**config.mk**
```make
export PLATFORM = sky130hd
export DESIGN_NAME = pic_banked_ctrl
export DESIGN_NICKNAME = d
export VERILOG_FILES = /design/src/rtl/pic_pkg.sv /design/src/rtl/pic_sync.sv /design/src/rtl/pic_bank.sv /design/src/rtl/pic_prio.sv /design/src/rtl/pic_banked_ctrl.sv
export SDC_FILE = /design/constraint.sdc
export NUM_CORES = 1
export LEC_CHECK = 0
export ABC_AREA = 1
export BUFFER_PORTS_ARGS = -buffer_cell sky130_fd_sc_hd__buf_2
export CAP_MARGIN = 20
export CORE_AREA = 3 3 255 132
export CTS_CLUSTER_DIAMETER = 100
export CTS_CLUSTER_SIZE = 40
export DETAILED_ROUTE_END_ITERATION = 8
export DIE_AREA = 0 0 258 135
export GPL_TIMING_DRIVEN = 0
export HOLD_SLACK_MARGIN = 0.08
export PLACE_DENSITY_LB_ADDON = 0.05
export SKIP_CTS_REPAIR_TIMING = 1
export SLEW_MARGIN = 15
export SYNTH_ARGS = -nofsm -noshare
export SYNTH_HDL_FRONTEND = slang
export SYNTH_SLANG_ARGS = --single-unit
```
**constraint.sdc**
```tcl
create_clock -name clk -period 3.6 [get_ports clk]
set_input_delay 0.36 -clock clk [delete_from_list [all_inputs] [get_ports clk]]
set_output_delay 0.36 -clock clk [all_outputs]
set_load 0.005 [all_outputs]
```
**src/rtl/pic_pkg.sv**
```systemverilog
// Package: shared sizes, register selector and address helpers for the
// banked interrupt controller. Assumes two banks of 32 sources.
package pic_pkg;
    localparam int BANK_W    = 32;
    localparam int NUM_BANKS = 2;
    localparam int NUM_SRC   = BANK_W * NUM_BANKS;
    localparam int IDX_W     = $clog2(NUM_SRC);
    localparam int ADDR_W    = 6;

    // Register selector inside one bank, decoded from address bits [3:2]
    typedef enum logic [1:0] {
        REG_EVENT  = 2'd0,
        REG_ENABLE = 2'd1,
        REG_ACK    = 2'd2,
        REG_LEVEL  = 2'd3
    } pic_reg_e;

    // Address bits [5:4] that select bank b: bank 0 at 0x20, bank 1 at 0x10
    function automatic logic [1:0] bank_tag(input int b);
        return 2'(2 - b);
    endfunction
endpackage

```
**src/rtl/pic_sync.sv**
```systemverilog
// Module: multi-stage input synchroniser for a vector of asynchronous
// sources. Assumes each bit is independent (no bus coherency needed).
module pic_sync #(
    parameter int W      = 32,
    parameter int STAGES = 2
) (
    input  logic         clk,
    input  logic         rst_n,
    input  logic [W-1:0] d_i,
    output logic [W-1:0] q_o
);
    logic [W-1:0] stg [STAGES];

    genvar s;
    generate
        for (s = 0; s < STAGES; s++) begin : g_stage
            if (s == 0) begin : g_first
                // First stage samples the raw inputs
                always_ff @(posedge clk) begin
                    if (!rst_n) stg[0] <= '0;
                    else        stg[0] <= d_i;
                end
            end else begin : g_next
                // Later stages shift the previous stage
                always_ff @(posedge clk) begin
                    if (!rst_n) stg[s] <= '0;
                    else        stg[s] <= stg[s-1];
                end
            end
        end
    endgenerate

    assign q_o = stg[STAGES-1];
endmodule

```
**src/rtl/pic_bank.sv**
```systemverilog
// Module: one bank of 32 sources. Holds enable and event registers,
// detects rising edges on synchronised inputs, and forms the pending
// vector. Assumes the caller decodes the bank address and strobes.
module pic_bank
    import pic_pkg::*;
#(
    parameter int               W          = BANK_W,
    parameter int               SYNC_STG   = 2,
    parameter logic [W-1:0]     LEVEL_MASK = '0
) (
    input  logic         clk,
    input  logic         rst_n,
    input  logic [W-1:0] src_raw,
    input  logic         wr_stb,
    input  pic_reg_e     wr_sel,
    input  logic [W-1:0] wdata,
    output logic [W-1:0] en_o,
    output logic [W-1:0] ev_o,
    output logic [W-1:0] lvl_o,
    output logic [W-1:0] pend_o
);
    logic [W-1:0] lvl;
    logic [W-1:0] lvl_d;
    logic [W-1:0] en_q;
    logic [W-1:0] ev_q;
    logic [W-1:0] rise;
    logic [W-1:0] ev_set;
    logic [W-1:0] ev_clr;

    pic_sync #(.W(W), .STAGES(SYNC_STG)) u_sync (
        .clk  (clk),
        .rst_n(rst_n),
        .d_i  (src_raw),
        .q_o  (lvl)
    );

    // Delay the synchronised level by one cycle for edge detection
    always_ff @(posedge clk) begin
        if (!rst_n) lvl_d <= '0;
        else        lvl_d <= lvl;
    end

    // Edge set (edge sources only, gated by the current enable) and ack clear
    always_comb begin
        rise   = lvl & ~lvl_d;
        ev_set = rise & en_q & ~LEVEL_MASK;
        ev_clr = (wr_stb && wr_sel == REG_ACK) ? wdata : '0;
    end

    // Enable register: plain store of the written word
    always_ff @(posedge clk) begin
        if (!rst_n)                          en_q <= '0;
        else if (wr_stb && wr_sel == REG_ENABLE) en_q <= wdata;
    end

    // Event latch: a new edge wins over a same-cycle acknowledge
    always_ff @(posedge clk) begin
        if (!rst_n) ev_q <= '0;
        else        ev_q <= (ev_q & ~ev_clr) | ev_set;
    end

    // Pending: latched events plus live level sources, under enable
    always_comb begin
        pend_o = (ev_q | (lvl & LEVEL_MASK)) & en_q;
    end

    assign en_o  = en_q;
    assign ev_o  = ev_q;
    assign lvl_o = lvl;
endmodule

```
**src/rtl/pic_prio.sv**
```systemverilog
// Module: registered priority encoder. Picks the highest set bit of the
// flattened pending vector, which equals upper-bank-first then
// highest-bit-first. Assumes the upper bank occupies the upper bits.
module pic_prio #(
    parameter int N     = 64,
    parameter int IDX_W = $clog2(N)
) (
    input  logic             clk,
    input  logic             rst_n,
    input  logic [N-1:0]     pend_i,
    output logic [IDX_W-1:0] idx_o,
    output logic             vld_o,
    output logic             irq_o
);
    logic [IDX_W-1:0] idx_n;
    logic             any_n;

    // Scan upward so the highest set bit is the last one kept
    always_comb begin
        idx_n = '0;
        for (int i = 0; i < N; i++) begin
            if (pend_i[i]) idx_n = IDX_W'(i);
        end
        any_n = |pend_i;
    end

    // Register the index, its valid flag and the request line
    always_ff @(posedge clk) begin
        if (!rst_n) begin
            idx_o <= '0;
            vld_o <= 1'b0;
            irq_o <= 1'b0;
        end else begin
            idx_o <= idx_n;
            vld_o <= any_n;
            irq_o <= any_n;
        end
    end
endmodule

```
**src/rtl/pic_banked_ctrl.sv**
```systemverilog
// Module: top of the banked interrupt controller. Decodes the 0x40-byte
// register window, instantiates one bank per 32 sources and the
// priority encoder, and returns read data one cycle after a read strobe.
// Assumes word-aligned accesses; address bits [1:0] are ignored.
module pic_banked_ctrl
    import pic_pkg::*;
#(
    parameter int                          SYNC_STG    = 2,
    parameter logic [NUM_SRC-1:0]          LEVEL_MASKS = {32'h0000_0000, 32'h1ff0_0000}
) (
    input  logic                 clk,
    input  logic                 rst_n,
    input  logic [NUM_SRC-1:0]   src_in,
    input  logic [ADDR_W-1:0]    bus_addr,
    input  logic                 bus_wr,
    input  logic                 bus_rd,
    input  logic [BANK_W-1:0]    bus_wdata,
    output logic [BANK_W-1:0]    bus_rdata,
    output logic                 irq_o,
    output logic [IDX_W-1:0]     irq_idx,
    output logic                 irq_idx_vld
);
    logic [BANK_W-1:0]  en_b   [NUM_BANKS];
    logic [BANK_W-1:0]  ev_b   [NUM_BANKS];
    logic [BANK_W-1:0]  lvl_b  [NUM_BANKS];
    logic [BANK_W-1:0]  pend_b [NUM_BANKS];
    logic [NUM_BANKS-1:0] hit;
    logic [NUM_SRC-1:0] pend_all;
    logic [NUM_SRC-1:0] ev_all;
    logic [NUM_SRC-1:0] en_all;
    logic [BANK_W-1:0]  rd_val;
    pic_reg_e           reg_sel;

    assign reg_sel = pic_reg_e'(bus_addr[3:2]);

    genvar b;
    generate
        for (b = 0; b < NUM_BANKS; b++) begin : g_bank
            assign hit[b] = (bus_addr[5:4] == bank_tag(b));

            pic_bank #(
                .W         (BANK_W),
                .SYNC_STG  (SYNC_STG),
                .LEVEL_MASK(LEVEL_MASKS[b*BANK_W +: BANK_W])
            ) u_bank (
                .clk    (clk),
                .rst_n  (rst_n),
                .src_raw(src_in[b*BANK_W +: BANK_W]),
                .wr_stb (bus_wr && hit[b]),
                .wr_sel (reg_sel),
                .wdata  (bus_wdata),
                .en_o   (en_b[b]),
                .ev_o   (ev_b[b]),
                .lvl_o  (lvl_b[b]),
                .pend_o (pend_b[b])
            );

            assign pend_all[b*BANK_W +: BANK_W] = pend_b[b];
            assign ev_all  [b*BANK_W +: BANK_W] = ev_b[b];
            assign en_all  [b*BANK_W +: BANK_W] = en_b[b];
        end
    endgenerate

    // Read multiplexer: selected bank register, ack and unmapped read zero
    always_comb begin
        rd_val = '0;
        for (int i = 0; i < NUM_BANKS; i++) begin
            if (hit[i]) begin
                case (reg_sel)
                    REG_EVENT:  rd_val = ev_b[i];
                    REG_ENABLE: rd_val = en_b[i];
                    REG_LEVEL:  rd_val = lvl_b[i];
                    default:    rd_val = '0;
                endcase
            end
        end
    end

    // Read data register, loaded on a read strobe
    always_ff @(posedge clk) begin
        if (!rst_n)      bus_rdata <= '0;
        else if (bus_rd) bus_rdata <= rd_val;
        else             bus_rdata <= '0;
    end

    pic_prio #(.N(NUM_SRC), .IDX_W(IDX_W)) u_prio (
        .clk   (clk),
        .rst_n (rst_n),
        .pend_i(pend_all),
        .idx_o (irq_idx),
        .vld_o (irq_idx_vld),
        .irq_o (irq_o)
    );
endmodule

```
==> impl_metrics.yaml, run 1 <==
status:
  status: "finished with violations"
  failed_checks: "negative setup slack"
pwr:
  totalPowerFinal_w: 0.00638
  power.static_leakage_nw: 7.71
  power_density_mw_per_mm2: 412
  power.ir.vdd_worst_uv: 338
floorplan:
  initial_core_util_pct: 41.9
  die_h_um: 135
  io_pins: 146
  floorplan.core_area_mm2: 0.0315
  die_w_um: 258
  die-area_mm2: 0.0348
  row_count: 46
critical_path:
  timing.critical_path.required_ns: 4.06
  crit_top_cell: "sky130_fd_sc_hd__nand2_1"
  cp_slowest_stage_delay_ns: 0.38
  worstPathBufferInverterCount: 1
  critical_path_class: "reg -> reg"
  critical-path-slowest-cell: "sky130_fd_sc_hd__dfxtp_2"
  worst_path_dominant_cell_family: "simple AND/OR/NAND/NOR gates"
  cp_max_fo: 3
  element_type_at_the_critical_path_start: "flop"
  critPathCaptureType: "flop"
  timing.critical_path.arrival_ns: 4.71
synth:
  yosysUniqueCellTypes: 26
  yosysWarnings: 0
  cell_area_synth_mm2: 0.0132
  share_of_synthesized_area_occupied_by_flip_flops_and_latches_pct: 53.1
  synth_area_per_cell_um2: 7.41
  syn-num-nets: 1887
  netlist_instances: 1781
  register_bit_count_reported_by_yosys: 350
finish:
  final_design_area_no_fill_mm2: 0.0155
  drive_gt1_share_pct: 11.5
  non_filler_cells_in_the_finished_layout: 2434
  antenna-diode-count: 0
  final_util_pct: 49.1
  area_of_all_sequential_standard_cells_mm2: 0.00701
  multiInputGateArea_mm2: 0.00484
  final_nets: 2108
  syn_to_final_growth_pct: 17.2
  filler_cell_count: 3258
clocking:
  path_clk_slew_ns: 0.15
  htreeDepth: 1
  clockBufferDepth: 3
  cts_root_buf: "sky130_fd_sc_hd__clkbuf_16"
  cts_made_buffers: 12
  tritoncts: "built"
  clkSinkCount: 350
  clk-insertion-delay-late_ns: 0.54
drt:
  wl_final_mm: 42.1
  drt_first_iter_violations: 972
  residual_drc_count: 0
  final_antenna_net_count: 0
  firstDrtPassIters: 6
  route.detailed.vias_per_inst: 4.84
  vias: 11800
  detail_route.wl_per_cell_um: 17.3
sta:
  unrepaired_setup_endpoints_after_global_routing: "yes"
  min_period_ns: 4.25
  final_setup_slack_of_the_worst_path_ns: -0.646
  slew_worst_pin_ns: 0.995
  max_freq_mhz: 236
  timing.final.crit_share_pct: 118
  finalHoldViolCount: 0
  finClkSkew_ns: 0.0347
  relSlewSlack_pct: 33.4
  finalSetupViolations: 1
  drv_slew: 0
global_routing:
  gr-usage-all-layers_pct: 23.7
  number_of_antenna_violations_at_the_first_check_in_global_routing: 0
  grt_pass1_vias: 10500
  grt_first_pass_wirelength_mm: 62.5
  grt_start_max_net_pins: 41
  overflow: 0
worst_hold_path:
  timing.hold.worst.class: "in -> reg"
placed_design:
  port_buffers: 142
  placed_cell_area_mm2: 0.0144
  detailedPlacementHpwl_mm: 30.7
  routability_congestion: 0.903
  place.detailed.instances: 2355
job:
  drv.max_cap_violation_count: 0
-- worst reg2reg max path: cells and delay by family (launching register included) --
kind            cells  cell delay (ns)
flops               1             0.38
simple gates       62             3.63
compound gates      1             0.14
buf+inv             1             0.05
-- cell usage after synthesis --
master / number / area, um2
sky130_fd_sc_hd__buf_4: 1 / 7.51
sky130_fd_sc_hd__dfxtp_1: 350 / 7010
sky130_fd_sc_hd__o22ai_1: 8 / 50.1
sky130_fd_sc_hd__inv_2: 23 / 86.3
sky130_fd_sc_hd__nand2_2: 26 / 163
sky130_fd_sc_hd__o221ai_1: 2 / 17.5
sky130_fd_sc_hd__o21ai_0: 126 / 631
sky130_fd_sc_hd__nand3b_1: 33 / 248
sky130_fd_sc_hd__nor3_1: 11 / 55.1
sky130_fd_sc_hd__o21ai_1: 11 / 55.1
sky130_fd_sc_hd__nand2_4: 4 / 45.0
sky130_fd_sc_hd__nand3_1: 36 / 180
sky130_fd_sc_hd__a31oi_1: 5 / 31.3
sky130_fd_sc_hd__o21ai_2: 1 / 8.76
sky130_fd_sc_hd__clkinv_1: 2 / 7.51
sky130_fd_sc_hd__a211oi_1: 1 / 7.51
sky130_fd_sc_hd__nand2_1: 537 / 2020
sky130_fd_sc_hd__o21bai_1: 2 / 15.0
sky130_fd_sc_hd__a21oi_1: 164 / 821
sky130_fd_sc_hd__o31ai_1: 3 / 22.5
sky130_fd_sc_hd__inv_1: 261 / 980
sky130_fd_sc_hd__clkbuf_1: 78 / 293
sky130_fd_sc_hd__nor2_1: 68 / 255
sky130_fd_sc_hd__buf_1: 4 / 15.0
sky130_fd_sc_hd__a21oi_2: 1 / 8.76
sky130_fd_sc_hd__o211ai_1: 23 / 173
-- layout make-up --
cell class | count | share of cell area, %
sequential | 350 | 45.3
multi-input combinational | 1062 | 31.3
timing repair buffer | 207 | 8.78
inverter | 286 | 6.94
tap | 432 | 3.49
clock buffer | 13 | 2.10
buffer | 83 | 2.04
clock inverter | 1 | 0.0728
-- where the power goes --
group	internal, W	leakage, nW	switching [W]	total [W]
Combinational	0.000169	4.69	0.000324	0.000493
Clock	0.000667	0.166	0.00118	0.00185
Sequential	0.00398	2.86	0.0000550	0.00403
-- final timing paths --
check	startpoint	cells past startpoint	end	slack, ns
worst max register to register	g_bank[0].u_bank.ev_o[1]$_SDFF_PN0_	64	u_prio.idx_o[0]$_SDFF_PN0_	-0.65
worst min register to register	g_bank[1].u_bank.u_sync.stg[0][2]$_SDFF_PN0_	2	g_bank[1].u_bank.u_sync.stg[1][2]$_SDFF_PN0_	0.40
worst min-delay path	bus_wdata[17]	3	g_bank[0].u_bank.en_o[17]$_SDFFE_PN0P_	0.11
worst max-delay path	g_bank[0].u_bank.ev_o[1]$_SDFF_PN0_	64	u_prio.idx_o[0]$_SDFF_PN0_	-0.65
-- metal layers --
layer  vias to the layer above  GRT usage [%]  wire, um  share of wire, %
met3                        32           3.30      2730               6.5
met5                         -              0         0                 0
li1                       5923              -         -                 -
met2                       328           36.1     17800                42
met4                         0           3.97       622               1.5
met1                      5487           36.0     21000                50
-- cell usage in the layout (no fill, tap or decap), types with 5 or more instances in the layout --
cell type	count
sky130_fd_sc_hd__nand3b_1	33
sky130_fd_sc_hd__o211ai_1	23
sky130_fd_sc_hd__nand3_1	36
sky130_fd_sc_hd__o21ai_1	11
sky130_fd_sc_hd__buf_2	142
sky130_fd_sc_hd__o21ai_0	126
sky130_fd_sc_hd__clkbuf_16	13
sky130_fd_sc_hd__nor3_1	11
sky130_fd_sc_hd__nand2_2	40
sky130_fd_sc_hd__a21oi_1	164
sky130_fd_sc_hd__inv_1	261
sky130_fd_sc_hd__o22ai_1	8
sky130_fd_sc_hd__dfxtp_1	347
sky130_fd_sc_hd__inv_2	23
sky130_fd_sc_hd__a31oi_1	5
sky130_fd_sc_hd__dlygate4sd3_1	64
sky130_fd_sc_hd__nor2_1	68
sky130_fd_sc_hd__clkbuf_1	78
sky130_fd_sc_hd__nand2_1	523
-- per-stage QoR --
step	hold WS (ns)	TNS (ns)	setup slack, ns
2_1_floorplan	0.390	0	0.444
3_3_place_gp	0.394	-0.707	-0.707
3_5_place_dp	0.395	-0.683	-0.683
4_1_cts	-0.0256	-0.746	-0.746
5_1_grt	0.116	-1.25	-1.16
6_report	0.107	-0.646	-0.646
-- state kept, by name (all words and copies together) (netlist names) --
register,cells
u_prio.idx_o,6
g_bank.u_bank.u_sync.stg,128
bus_rdata,32
u_prio.vld_o,1
g_bank.u_bank.ev_o,64
g_bank.u_bank.en_o,64
g_bank.u_bank.lvl_d,55
-- logic make-up (layout without fill, tap and decap cells) --
logic type | count (synthesis) | count (layout) | share of synthesized area (%)
and+or+nand+nor | 715 | 715 | 22.4
AOI/OAI and AO/OA | 347 | 347 | 13.9
buffers and inverters | 369 | 590 | 10.5
DFF | 350 | 350 | 53.1
No activity file was read; power rests on OpenSTA's default activity.
==> run 2: changes to the inputs <==
--- a/config.mk
+++ b/config.mk
@@ -5,19 +5,19 @@
 export SDC_FILE = /design/constraint.sdc
 export NUM_CORES = 1
 export LEC_CHECK = 0
-export ABC_AREA = 1
 export BUFFER_PORTS_ARGS = -buffer_cell sky130_fd_sc_hd__buf_2
 export CAP_MARGIN = 20
-export CORE_AREA = 3 3 255 132
+export CORE_AREA = 3 3 256 132
+export CTS_BUF_LIST = sky130_fd_sc_hd__clkbuf_4 sky130_fd_sc_hd__clkbuf_8
 export CTS_CLUSTER_DIAMETER = 100
 export CTS_CLUSTER_SIZE = 40
 export DETAILED_ROUTE_END_ITERATION = 8
-export DIE_AREA = 0 0 258 135
+export DIE_AREA = 0 0 259 135
 export GPL_TIMING_DRIVEN = 0
 export HOLD_SLACK_MARGIN = 0.08
 export PLACE_DENSITY_LB_ADDON = 0.05
 export SKIP_CTS_REPAIR_TIMING = 1
-export SLEW_MARGIN = 15
+export SLEW_MARGIN = 20
 export SYNTH_ARGS = -nofsm -noshare
 export SYNTH_HDL_FRONTEND = slang
 export SYNTH_SLANG_ARGS = --single-unit
==> impl_metrics.yaml, run 2 <==
finish:
  syn_to_final_growth_pct: 18.2
  max_reg_flops: 128
  non_filler_cells_in_the_finished_layout: 2156
  layout.cells.most_common: "sky130_fd_sc_hd__dfxtp_1"
  drive_gt1_share_pct: 14.8
  final_cell_mix: "350 x sky130_fd_sc_hd__dfxtp_1, 269 x sky130_fd_sc_hd__nand2_1, 188 x sky130_fd_sc_hd__and2_1"
  final_util_pct: 49.7
  max_flop_register: "g_bank.u_bank.u_sync.stg"
  final_nets: 1828
  final_design_area_no_fill_mm2: 0.0157
placed_design:
  detailedPlacementHpwl_mm: 33.4
  routability_congestion: 0.931
  port_buffers: 142
  placed_cell_area_mm2: 0.0145
  place.detailed.instances: 2043
synth:
  synth_area_per_cell_um2: 9.04
  netlist_top_cells_count: "350 x sky130_fd_sc_hd__dfxtp_1, 269 x sky130_fd_sc_hd__nand2_1, 188 x sky130_fd_sc_hd__and2_1"
  ys.flop_type: "sky130_fd_sc_hd__dfxtp_1"
  yosysMostFrequentCell: "sky130_fd_sc_hd__dfxtp_1"
  netlist_instances: 1469
  yosysUniqueCellTypes: 46
  yosys.area.top_type_share_pct: 52.7
  yosysWarnings: 0
  edff_count_synth: 0
  syn-num-nets: 1575
  register_bit_count_reported_by_yosys: 350
  async_flop_share_pct: 0
  synth.largest_area_cell: "sky130_fd_sc_hd__dfxtp_1"
  cell_area_synth_mm2: 0.0133
  synth.top_cells.by_area: "sky130_fd_sc_hd__dfxtp_1 53%, sky130_fd_sc_hd__and2_1 8.9%, sky130_fd_sc_hd__nand2_1 7.6%"
  share_of_synthesized_area_occupied_by_flip_flops_and_latches_pct: 52.7
floorplan:
  initial_core_util_pct: 42.0
  io_pins: 146
  die_h_um: 135
  floorplan.core_area_mm2: 0.0316
  row_count: 46
  die_w_um: 259
  die-area_mm2: 0.0350
critical_path:
  critical-path-slowest-cell: "sky130_fd_sc_hd__a22oi_1"
  cp_max_fo: 5
  cp_slowest_stage_delay_ns: 0.68
  timing.critical_path.arrival_ns: 2.89
  timing.critical_path.required_ns: 4.17
  critical_path_class: "reg -> reg"
  path_cells: "a22oi_1 -> nand4_1 -> a2111oi_0 -> o21ai_0 -> o21ai_1 -> a22o_1"
  critPathCaptureType: "flop"
  element_type_at_the_critical_path_start: "flop"
clocking:
  tritoncts: "built"
  htreeDepth: 1
  clk-insertion-delay-late_ns: 0.61
  path_clk_slew_ns: 0.23
  cts_root_buf: "sky130_fd_sc_hd__clkbuf_8"
  cts_made_buffers: 12
  clockBufferDepth: 3
  clkSinkCount: 350
pwr:
  power.static_leakage_nw: 6.20
  totalPowerFinal_w: 0.00601
  power_density_mw_per_mm2: 383
  power.ir.vdd_worst_uv: 243
global_routing:
  gr-usage-all-layers_pct: 24.8
  grt_pass1_vias: 10700
  overflow: 0
  grt_start_max_net_pins: 41
  grt_first_pass_wirelength_mm: 65.8
  number_of_antenna_violations_at_the_first_check_in_global_routing: 1
sta:
  relSlewSlack_pct: 29.2
  slew_worst_pin_ns: 1.06
  finalSetupViolations: 0
  finClkSkew_ns: 0.0414
  finalHoldViolCount: 0
  drv_slew: 0
  unrepaired_setup_endpoints_after_global_routing: "no"
  max_freq_mhz: 431
  timing.final.crit_share_pct: 64.5
  setup_tns_ns: 0
  min_period_ns: 2.32
worst_hold_path:
  timing.hold.worst.class: "in -> reg"
status:
  status: "finished clean"
drt:
  drt_first_iter_violations: 1280
  detail_route.wl_per_cell_um: 20.9
  final_antenna_net_count: 0
  wl_final_mm: 45.1
  route.detailed.vias_per_inst: 5.41
  firstDrtPassIters: 5
  residual_drc_count: 0
  vias: 11700
job:
  drv.max_cap_violation_count: 0
==> run 2: cell types whose count changed after synthesis, sizes merged, moves of 25 or more <==
cell    previous run  this run
nand2            567       270
inv              284        36
and2               0       188
o21ai            138        15
a22oi              0        86
mux2               0        64
a21oi            165       104
a32oi              0        35
and3               0        34
nand3b            33         1
buf                5        35
nand3             36         9
clkbuf            78        52
nor2              68        93
==> run 2: path summary, 6_finish.rpt <==
path / from / end / slack, ns / cells after the start
setup / recovery: g_bank[1].u_bank.en_o[8]$_SDFFE_PN0P_ / u_prio.idx_o[1]$_SDFF_PN0_ / 1.28 / 6
hold / removal: bus_addr[5] / g_bank[0].u_bank.en_o[0]$_SDFFE_PN0P_ / 0.21 / 5
hold reg to reg: g_bank[0].u_bank.u_sync.stg[0][31]$_SDFF_PN0_ / g_bank[0].u_bank.u_sync.stg[1][31]$_SDFF_PN0_ / 0.43 / 1
setup reg to reg: g_bank[1].u_bank.en_o[8]$_SDFFE_PN0P_ / u_prio.idx_o[1]$_SDFF_PN0_ / 1.28 / 6
==> run 2: layout make-up <==
class | count | area (um2)
clock inverters | 1 | 11.3
repair buffers | 239 | 1680
inverters | 36 | 135
diodes | 2 | 5.00
clock buffers | 13 | 179
fillers | 3027 | 15900
well taps | 432 | 541
multi-input cells | 996 | 5780
flip-flops and latches | 350 | 7010
plain buffers | 87 | 365
==> run 2: per-layer routing <==
metal | share of wire (%) | global-route usage [%] | wire length [um] | vias up
li1 | - | - | - | 5518
met5 | 0 | 0 | 0 | -
met1 | 48 | 36.8 | 21500 | 5681
met4 | 1.2 | 3.69 | 523 | 0
met2 | 43 | 37.5 | 19300 | 428
met3 | 8.4 | 5.53 | 3790 | 34
==> run 2: where the power goes <==
group / leakage, nW / switching [W] / internal [W] / total [W]
combinational: 3.25 / 0.000293 / 0.000220 / 0.000513
sequential: 2.85 / 0.0000490 / 0.00398 / 0.00403
clock: 0.0995 / 0.00113 / 0.000340 / 0.00147
total: 6.20 / 0.00148 / 0.00454 / 0.00601
==> run 2: worst max-delay path, delay by kind of cell, from the launching register on <==
family	cells	cell delay (ns)
AOI/OAI and AO/OA	5	1.74
and+or+nand+nor	1	0.17
DFF	1	0.39
==> run 2: per-stage QoR <==
step	worst slack (ns)	hold slack, ns
global placement	1.15	0.414
finish	1.28	0.210
global route	1.09	0.227
floorplan	1.85	0.412
detailed placement	1.14	0.420
CTS	1.40	-0.0982
==> run 2: cells by family (layout without fill, tap and decap cells) <==
family                 count (synthesis)  after routing  synth area share, %
AND/OR/NAND/NOR                      620            620                 22.4
flip-flops                           350            350                 52.7
AO/OA/AOI/OAI                        312            312                 15.6
buffers and inverters                123            376                 3.77
multiplexers                          64             64                 5.43
other                                  0              2                    0
==> run 3: changes to the inputs <==
--- a/config.mk
+++ b/config.mk
@@ -5,14 +5,15 @@
 export SDC_FILE = /design/constraint.sdc
 export NUM_CORES = 1
 export LEC_CHECK = 0
+export ABC_AREA = 1
 export BUFFER_PORTS_ARGS = -buffer_cell sky130_fd_sc_hd__buf_2
 export CAP_MARGIN = 20
-export CORE_AREA = 3 3 256 132
+export CORE_AREA = 3 3 255 132
 export CTS_BUF_LIST = sky130_fd_sc_hd__clkbuf_4 sky130_fd_sc_hd__clkbuf_8
 export CTS_CLUSTER_DIAMETER = 100
 export CTS_CLUSTER_SIZE = 40
 export DETAILED_ROUTE_END_ITERATION = 8
-export DIE_AREA = 0 0 259 135
+export DIE_AREA = 0 0 258 135
 export GPL_TIMING_DRIVEN = 0
 export HOLD_SLACK_MARGIN = 0.08
 export PLACE_DENSITY_LB_ADDON = 0.05
==> constraint.sdc (replaced) <==
create_clock -name clk -period 2.3 [get_ports clk]
set_input_delay 0.23 -clock clk [delete_from_list [all_inputs] [get_ports clk]]
set_output_delay 0.23 -clock clk [all_outputs]
set_load 0.005 [all_outputs]
==> impl_metrics.yaml, run 3 (synthesized netlist as in run 1, its figures left out) <==
status:
  status: "finished with violations"
  failed_checks: "negative setup slack"
global_routing:
  number_of_antenna_violations_at_the_first_check_in_global_routing: 1
  grt_first_pass_wirelength_mm: 61.8
  grt_pass1_vias: 10300
  gr-usage-all-layers_pct: 23.4
  overflow: 0
  grt_start_max_net_pins: 41
floorplan:
  die_w_um: 258
  floorplan.core_area_mm2: 0.0315
  initial_core_util_pct: 41.9
  die-area_mm2: 0.0348
  row_count: 46
  die_h_um: 135
  io_pins: 146
sta:
  drv_slew: 0
  timing.final.crit_share_pct: 185
  finalHoldViolCount: 0
  unrepaired_setup_endpoints_after_global_routing: "yes"
  finalSetupViolations: 2
  finClkSkew_ns: 0.0501
  relSlewSlack_pct: 34.4
  slew_worst_pin_ns: 0.984
  final_setup_slack_of_the_worst_path_ns: -1.96
  min_period_ns: 4.26
  max_freq_mhz: 234
finish:
  filler_cell_count: 3282
  drive_gt1_share_pct: 11.8
  layout.cells.most_common: "sky130_fd_sc_hd__nand2_1"
  multiInputGateArea_mm2: 0.00484
  final_nets: 2141
  syn_to_final_growth_pct: 18.8
  antenna-diode-count: 0
  max_reg_flops: 128
  final_cell_mix: "526 x sky130_fd_sc_hd__nand2_1, 338 x sky130_fd_sc_hd__dfxtp_1, 261 x sky130_fd_sc_hd__inv_1"
  final_util_pct: 49.8
  non_filler_cells_in_the_finished_layout: 2467
  max_flop_register: "g_bank.u_bank.u_sync.stg"
  area_of_all_sequential_standard_cells_mm2: 0.00702
drt:
  firstDrtPassIters: 5
  residual_drc_count: 0
  wl_final_mm: 42.4
  detail_route.wl_per_cell_um: 17.2
  final_antenna_net_count: 0
  drt_first_iter_violations: 1032
  route.detailed.vias_per_inst: 4.82
  vias: 11900
placed_design:
  place.detailed.instances: 2355
  detailedPlacementHpwl_mm: 30.5
  port_buffers: 142
  dp_worst_setup_slack_ns: -1.95
  routability_congestion: 0.874
critical_path:
  cp_slowest_stage_delay_ns: 0.42
  critical_path_class: "reg -> reg"
  element_type_at_the_critical_path_start: "flop"
  timing.critical_path.required_ns: 2.83
  crit-reg2reg-capture: "u_prio.idx_o[0]$_SDFF_PN0_"
  timing.critical_path.arrival_ns: 4.79
  critPathCaptureType: "flop"
  r2r_depth: 64
  worst-r2r-setup-slack_ns: -1.96
  reg2reg_start: "g_bank[0].u_bank.en_o[1]$_SDFFE_PN0P_"
  critical-path-slowest-cell: "sky130_fd_sc_hd__dfxtp_2"
  cp_max_fo: 4
  crit_top_cell: "sky130_fd_sc_hd__nand2_1"
worst_hold_path:
  hold_path_startpoint: "bus_addr[5]"
  timing.hold.worst_endpoint: "bus_rdata[31]$_SDFF_PN0_"
  whs_path_depth: 4
  timing.hold.worst.class: "in -> reg"
clocking:
  cts_root_buf: "sky130_fd_sc_hd__clkbuf_8"
  clockBufferDepth: 3
  cts_made_buffers: 12
  htreeDepth: 1
  path_clk_slew_ns: 0.24
  tritoncts: "built"
  clk-insertion-delay-late_ns: 0.61
  clkSinkCount: 350
pwr:
  power_density_mw_per_mm2: 604
  power_frac_comb_pct: 8.6
  power_switching_share_pct: 25.3
  power.share.sequential_pct: 66.8
  power.net_switching_w: 0.00240
  internal_power_w: 0.00707
  power.ir.vdd_worst_uv: 398
  power.static_leakage_nw: 7.79
  power.clock.fraction_pct: 24.5
job:
  drv.max_cap_violation_count: 0
## run 3: power by group through the flow
stage	logic, W	clock network [W]	registers (W)
2_1_floorplan	0.000349	0	0.00642
3_3_place_gp	0.000678	0	0.00645
3_5_place_dp	0.000680	0	0.00645
4_1_cts	0.000682	0.00241	0.00633
5_1_grt	0.000906	0.00256	0.00635
6_report	0.000819	0.00232	0.00633
## run 3: how the worst max path moves through the flow
stage,startpoint,cells past startpoint,slack [ns],end
after floorplan,g_bank[0].u_bank.en_o[1]$_SDFFE_PN0P_,64,-0.84,u_prio.idx_o[0]$_SDFF_PN0_
after global placement,g_bank[0].u_bank.ev_o[1]$_SDFF_PN0_,64,-2.00,u_prio.idx_o[0]$_SDFF_PN0_
after detailed placement,g_bank[0].u_bank.ev_o[1]$_SDFF_PN0_,64,-1.95,u_prio.idx_o[0]$_SDFF_PN0_
after CTS,g_bank[0].u_bank.ev_o[1]$_SDFF_PN0_,64,-2.03,u_prio.idx_o[0]$_SDFF_PN0_
after global routing,g_bank[0].u_bank.en_o[1]$_SDFFE_PN0P_,64,-2.46,u_prio.idx_o[0]$_SDFF_PN0_
final,g_bank[0].u_bank.en_o[1]$_SDFFE_PN0P_,64,-1.96,u_prio.idx_o[0]$_SDFF_PN0_
## run 3: critical path: cells and delay by family (launching register included)
kind / cells / cell delay (ns)
AND/OR/NAND/NOR: 62 / 3.54
flip-flops: 1 / 0.42
AO/OA/AOI/OAI: 1 / 0.13
buffers and inverters: 1 / 0.06
## run 3: layout make-up
cell class / instances / area share, %
clock inverters: 1 / 0.0718
repair buffers: 240 / 10.8
well taps: 432 / 3.45
multi-input cells: 1062 / 30.9
inverters: 286 / 6.85
flip-flops and latches: 350 / 44.8
plain buffers: 83 / 2.01
clock buffers: 13 / 1.14
## run 3: routing by layer
layer  vias up  routed length, um  global-route usage, %
met5         -                  0                      0
met4         0                856                   4.97
met3        51               3080                   3.97
met2       360              17700                   34.8
met1      5497              20700                   35.4
li1       5976                  -                      -
## run 3: through the flow
stage | TNS (ns) | total power [W] | hold slack (ns) | cell area [um2]
after floorplan | -0.838 | 0.00677 | 0.328 | 13200
after global placement | -19.90 | 0.00712 | 0.393 | 14500
after detailed placement | -21.98 | 0.00713 | 0.395 | 14500
after CTS | -3.06 | 0.00942 | -0.235 | 14600
after global routing | -3.81 | 0.00982 | 0.126 | 15700
final | -3.07 | 0.00947 | 0.149 | 15700
